$ cat src/rtl/pfg_pkg.sv
package pfg_pkg;

    localparam int REG_W         = 8;
    localparam int CTRL_DBG_BIT  = 4;
    localparam int CTRL_MODE_BIT = 2;
    localparam int STAT_FLAG_BIT = 2;
    localparam int STAT_HS_BIT   = 1;
    localparam int STAT_LS_BIT   = 0;

    typedef enum logic [1:0] {
        ACT_OFF      = 2'b00,
        ACT_RSV_A    = 2'b01,
        ACT_RSV_B    = 2'b10,
        ACT_TRISTATE = 2'b11
    } fault_act_e;

    typedef enum logic {
        RESTART_LATCHED = 1'b0,
        RESTART_CYCLE   = 1'b1
    } restart_e;

    typedef struct packed {
        logic       dbg_ignore;
        restart_e   mode;
        fault_act_e act;
    } ctrl_t;

    function automatic ctrl_t ctrl_from_word(input logic [REG_W-1:0] w);
        ctrl_t c;
        c.dbg_ignore = w[CTRL_DBG_BIT];
        c.mode       = restart_e'(w[CTRL_MODE_BIT]);
        c.act        = fault_act_e'(w[1:0]);
        return c;
    endfunction

    function automatic logic [REG_W-1:0] ctrl_to_word(input ctrl_t c);
        logic [REG_W-1:0] w;
        w                = '0;
        w[CTRL_DBG_BIT]  = c.dbg_ignore;
        w[CTRL_MODE_BIT] = c.mode;
        w[1:0]           = c.act;
        return w;
    endfunction

    function automatic logic prot_armed(input ctrl_t c);
        return c.act == ACT_TRISTATE;
    endfunction

endpackage

$ cat src/rtl/pfg_regs.sv
module pfg_regs
    import pfg_pkg::*;
(
    input  logic             clk,
    input  logic             rst,
    input  logic             ctrl_we,
    input  logic [REG_W-1:0] ctrl_wdata,
    input  logic             stat_we,
    input  logic [REG_W-1:0] stat_wdata,
    input  logic             flag_set,
    input  logic             hs_valid,
    input  logic             ls_valid,
    output ctrl_t            ctrl,
    output logic             flag,
    output logic [REG_W-1:0] ctrl_rdata,
    output logic [REG_W-1:0] stat_rdata
);

    ctrl_t ctrl_q;
    logic  flag_q;
    logic  flag_clr;

    assign flag_clr = stat_we && stat_wdata[STAT_FLAG_BIT];

    always_ff @(posedge clk) begin
        if (rst) begin
            ctrl_q <= '0;
        end else if (ctrl_we) begin
            ctrl_q <= ctrl_from_word(ctrl_wdata);
        end
    end

    // a detection in the same cycle takes priority over a software clear
    always_ff @(posedge clk) begin
        if (rst) begin
            flag_q <= 1'b0;
        end else if (flag_set) begin
            flag_q <= 1'b1;
        end else if (flag_clr) begin
            flag_q <= 1'b0;
        end
    end

    always_comb begin
        stat_rdata                = '0;
        stat_rdata[STAT_FLAG_BIT] = flag_q;
        stat_rdata[STAT_HS_BIT]   = hs_valid;
        stat_rdata[STAT_LS_BIT]   = ls_valid;
    end

    assign ctrl       = ctrl_q;
    assign flag       = flag_q;
    assign ctrl_rdata = ctrl_to_word(ctrl_q);

endmodule

$ cat src/rtl/pfg_qual.sv
module pfg_qual
    import pfg_pkg::*;
#(
    parameter bit RECORD_WHEN_OFF = 1'b0
) (
    input  ctrl_t ctrl,
    input  logic  fault_in,
    input  logic  dbg_break,
    output logic  fault_seen,
    output logic  trip,
    output logic  flag_set
);

    logic dbg_fault;

    assign dbg_fault  = dbg_break && !ctrl.dbg_ignore;
    assign fault_seen = fault_in || dbg_fault;
    assign trip       = fault_seen && prot_armed(ctrl);

    generate
        if (RECORD_WHEN_OFF) begin : g_rec_always
            assign flag_set = fault_seen;
        end else begin : g_rec_armed
            assign flag_set = trip;
        end
    endgenerate

endmodule

$ cat src/rtl/pfg_state.sv
module pfg_state
    import pfg_pkg::*;
(
    input  logic  clk,
    input  logic  rst,
    input  ctrl_t ctrl,
    input  logic  trip,
    input  logic  fault_seen,
    input  logic  flag,
    input  logic  update_stb,
    output logic  active
);

    logic active_q;
    logic exit_ok;

    always_comb begin
        unique case (ctrl.mode)
            RESTART_CYCLE:   exit_ok = !fault_seen;
            RESTART_LATCHED: exit_ok = !fault_seen && !flag;
            default:         exit_ok = 1'b0;
        endcase
    end

    always_ff @(posedge clk) begin
        if (rst) begin
            active_q <= 1'b0;
        end else if (!prot_armed(ctrl)) begin
            active_q <= 1'b0;
        end else if (trip) begin
            active_q <= 1'b1;
        end else if (active_q && update_stb && exit_ok) begin
            active_q <= 1'b0;
        end
    end

    assign active = active_q;

endmodule

$ cat src/rtl/pwm_fault_guard.sv
module pwm_fault_guard
    import pfg_pkg::*;
#(
    parameter int NPIN            = 8,
    parameter bit RECORD_WHEN_OFF = 1'b0
) (
    input  logic             clk,
    input  logic             rst,
    input  logic             ctrl_we,
    input  logic [REG_W-1:0] ctrl_wdata,
    input  logic             stat_we,
    input  logic [REG_W-1:0] stat_wdata,
    input  logic             fault_in,
    input  logic             dbg_break,
    input  logic             update_stb,
    input  logic [NPIN-1:0]  chan_en,
    input  logic             hs_buf_valid,
    input  logic             ls_buf_valid,
    output logic [NPIN-1:0]  dir_override,
    output logic             fault_active,
    output logic [REG_W-1:0] ctrl_rdata,
    output logic [REG_W-1:0] stat_rdata
);

    ctrl_t ctrl;
    logic  flag;
    logic  fault_seen;
    logic  trip;
    logic  flag_set;
    logic  active;

    pfg_regs u_regs (
        .clk        (clk),
        .rst        (rst),
        .ctrl_we    (ctrl_we),
        .ctrl_wdata (ctrl_wdata),
        .stat_we    (stat_we),
        .stat_wdata (stat_wdata),
        .flag_set   (flag_set),
        .hs_valid   (hs_buf_valid),
        .ls_valid   (ls_buf_valid),
        .ctrl       (ctrl),
        .flag       (flag),
        .ctrl_rdata (ctrl_rdata),
        .stat_rdata (stat_rdata)
    );

    pfg_qual #(
        .RECORD_WHEN_OFF (RECORD_WHEN_OFF)
    ) u_qual (
        .ctrl       (ctrl),
        .fault_in   (fault_in),
        .dbg_break  (dbg_break),
        .fault_seen (fault_seen),
        .trip       (trip),
        .flag_set   (flag_set)
    );

    pfg_state u_state (
        .clk        (clk),
        .rst        (rst),
        .ctrl       (ctrl),
        .trip       (trip),
        .fault_seen (fault_seen),
        .flag       (flag),
        .update_stb (update_stb),
        .active     (active)
    );

    generate
        for (genvar p = 0; p < NPIN; p++) begin : g_pin
            assign dir_override[p] = active && chan_en[p];
        end
    endgenerate

    assign fault_active = active;

endmodule

$ cat config.mk
export PLATFORM = sky130hd
export DESIGN_NAME = pwm_fault_guard
export DESIGN_NICKNAME = d
export VERILOG_FILES = /design/src/rtl/pfg_pkg.sv /design/src/rtl/pfg_regs.sv /design/src/rtl/pfg_qual.sv /design/src/rtl/pfg_state.sv /design/src/rtl/pwm_fault_guard.sv
export SDC_FILE = /design/constraint.sdc
export NUM_CORES = 1
export LEC_CHECK = 0
export BUFFER_PORTS_ARGS = -buffer_cell sky130_fd_sc_hd__buf_2
export CORE_MARGIN = 2
export CORE_UTILIZATION = 28
export DETAILED_ROUTE_END_ITERATION = 10
export GPL_ROUTABILITY_DRIVEN = 1
export PLACE_DENSITY = 0.86
export SETUP_SLACK_MARGIN = 0.5
export SLEW_MARGIN = 20
export SYNTH_ARGS = -nofsm -noshare
export SYNTH_HDL_FRONTEND = slang
export SYNTH_SLANG_ARGS = --single-unit
$ cat constraint.sdc
create_clock -name clk -period 1.1 [get_ports clk]
set_input_delay 0.22 -clock clk [delete_from_list [all_inputs] [get_ports clk]]
set_output_delay 0.22 -clock clk [all_outputs]
set_load 0.02 [all_outputs]
==> results.ini <==
[status]
status=finished, violations left
violations=negative setup slack

[yosys]
yosysSeqAreaShare_pct=31.2
avgSynthCellArea_um2=8.38
syn_inst=46
ys_warn_count=0
synth_cell_types=15
syn_area_um2=385
synth-seq-cells=6

[placement]
routabilityCongestion=0.637
port_buffers=33
pre_cts_slack_ns=0.209
place_inst=89

[critical_path]
crit_start=u_state.active$_SDFFE_PP0P_
critPathCaptureType=primary output
required_ns=0.88
r2r_end=u_state.active$_SDFFE_PP0P_
r2r_start=u_regs.ctrl[3]$_SDFFE_PP0P_
crit_fanout=10
ff2ff_setup_slack_ns=0.25
crit_path_start_kind=flop
arrival_ns=0.89
reg2reg_depth=3
critPathKind=reg -> out

[timing]
slew_violations=0
finalSetupViolCount=8
max_freq_ghz=0.898
hold_viol=0
fin_worst_skew_ns=0.00583
tns_ns=-0.0642
fin_crit_sh_pct=101
fin_crit_ns=1.11
worst_slack_ns=-0.0131
grt_setup_unrepaired=true

[global_routing]
grt_antenna_before_repair=0
grt_max_degree=11
track_usage_pct=11.9
overflow=0
grt_pass1_vias=353
grt_pass1_wl_mm=1.27

[worst_hold_path]
hold_path_class=in -> reg
hold_depth=2
whs_endpoint=u_regs.ctrl[3]$_SDFFE_PP0P_
hp-start=rst

[power_and_ir_drop]
vdd.ir_drop.worst_mv=0.414
power.leakage_uw=0.000368
pwr_density_cell_mw_per_mm2=874

[clock_network]
htreeDepth=1
worstSkewPairLatency_ns=0.25
cts_made_buffers=3
tritoncts=yes
clkSinkCount=6
cts_max_path_buffers=2
root_buffer=clkbuf_4
cts.reportedPaths.clkPinSlew_ns=0.05

[finish]
drive_gt1_share_pct=67.9
stdcell_count=96
antenna_cells=0
area_growth_pct=74.7
layout_commonest_cell=buf_2
nNetsFinal=115
final_cell_mix=buf_2 (19), buf_6 (14), conb_1 (9), and2_4 (8)

[routing]
wl_um=945
drtIter0Drc=0
drt-vias-per-instance=4.16
drcViolationCount=0
dr.pass1.iters=1
wire_per_inst_um=9.84
num_vias=399
ant_nets=0

[floorplan]
initial_core_util_pct=29.6
num_rows=13
die-area_mm2=0.00169
die_y_um=41.1
core_area_mm2=0.00130
num_io_pins=58
fp.dieW_um=41.1

[flow_run]
maxCapViolCount=0

-- per-stage QoR --
step           util (%)  hold slack (ns)  power, uW  area (um2)
2_1_floorplan         -            0.283        342         460
3_3_place_gp       41.3            0.440        348         537
3_5_place_dp       41.3            0.440        351         537
4_1_cts            51.7            0.178        603         673
5_1_grt            51.7            0.192        625         673
6_report           51.7            0.187        589         673
-- registers in the layout, summed over array words and instances, names as in the netlist --
register        count
u_regs.flag         1
u_state.active      1
u_regs.ctrl         4
-- cells by family (layout without fill, tap and decap cells) --
kind of cell,after synthesis,count (layout),share of synthesized area (%)
DFF,6,6,31.2
and+or+nand+nor,18,18,26.3
other,1,9,0.973
buffers and inverters,14,41,25.6
AOI/OAI and AO/OA,3,3,5.52
muxes,4,4,10.4
-- cell usage after synthesis --
library cell / number / area [um2]
o21ai_2: 1 / 8.76
conb_1: 1 / 3.75
mux2i_1: 4 / 40.0
and3b_2: 1 / 10.0
dfxtp_1: 6 / 120
and2b_1: 1 / 7.51
o21ai_1: 1 / 5.00
a21boi_0: 1 / 7.51
and2_1: 8 / 50.1
nand3b_1: 1 / 7.51
buf_4: 12 / 90.1
nand2_1: 3 / 11.3
clkbuf_2: 1 / 5.00
nor2_1: 4 / 15.0
inv_1: 1 / 3.75
-- critical path, stage by stage, from the launching register on --
cell and delay, ns:
dfxtp_4 0.39, and2_4 0.15, buf_6 0.11
-- worst max-delay path by stage --
stage / to / slack, ns / depth (start not counted)
after CTS: dir_override[3] / -0.03 / 2
after floorplan: u_state.active$_SDFFE_PP0P_ / 0.26 / 3
after global placement: dir_override[4] / 0.23 / 2
after global routing: dir_override[0] / -0.05 / 2
after detailed placement: dir_override[3] / 0.21 / 2
final: dir_override[0] / -0.01 / 2
-- final cells by class --
cell class              instances  area [um2]
fillers                       125         628
repair buffers                 36         275
multi-input cells              34         216
flip-flops and latches          6         133
clock buffers                   4        26.3
well taps                      15        18.8
inverters                       1        3.75
-- routing by layer --
layer / up-vias / routed length (um) / track usage (%)
met3: 2 / 147 / 1.63
li1: 193 / - / -
met1: 165 / 297 / 10.6
met5: - / 0 / 0
met4: 0 / 14 / 9.68
met2: 39 / 485 / 23.0
-- power by group --
group	switching (uW)	total (uW)	internal (uW)
Clock	83.1	221	138
Sequential	9.08	235	226
Combinational	70.0	133	62.6
-- repair_timing --
action | CTS | global route
pin swaps | 1 | 2
hold buffers | 0 | 0
endpoints found under the hold margin | 0 | 0
endpoints found under the setup margin | 20 | 20
setup buffers | 3 | 0
gates resized for setup | 28 | 0
(Power assumes the default switching activity.)
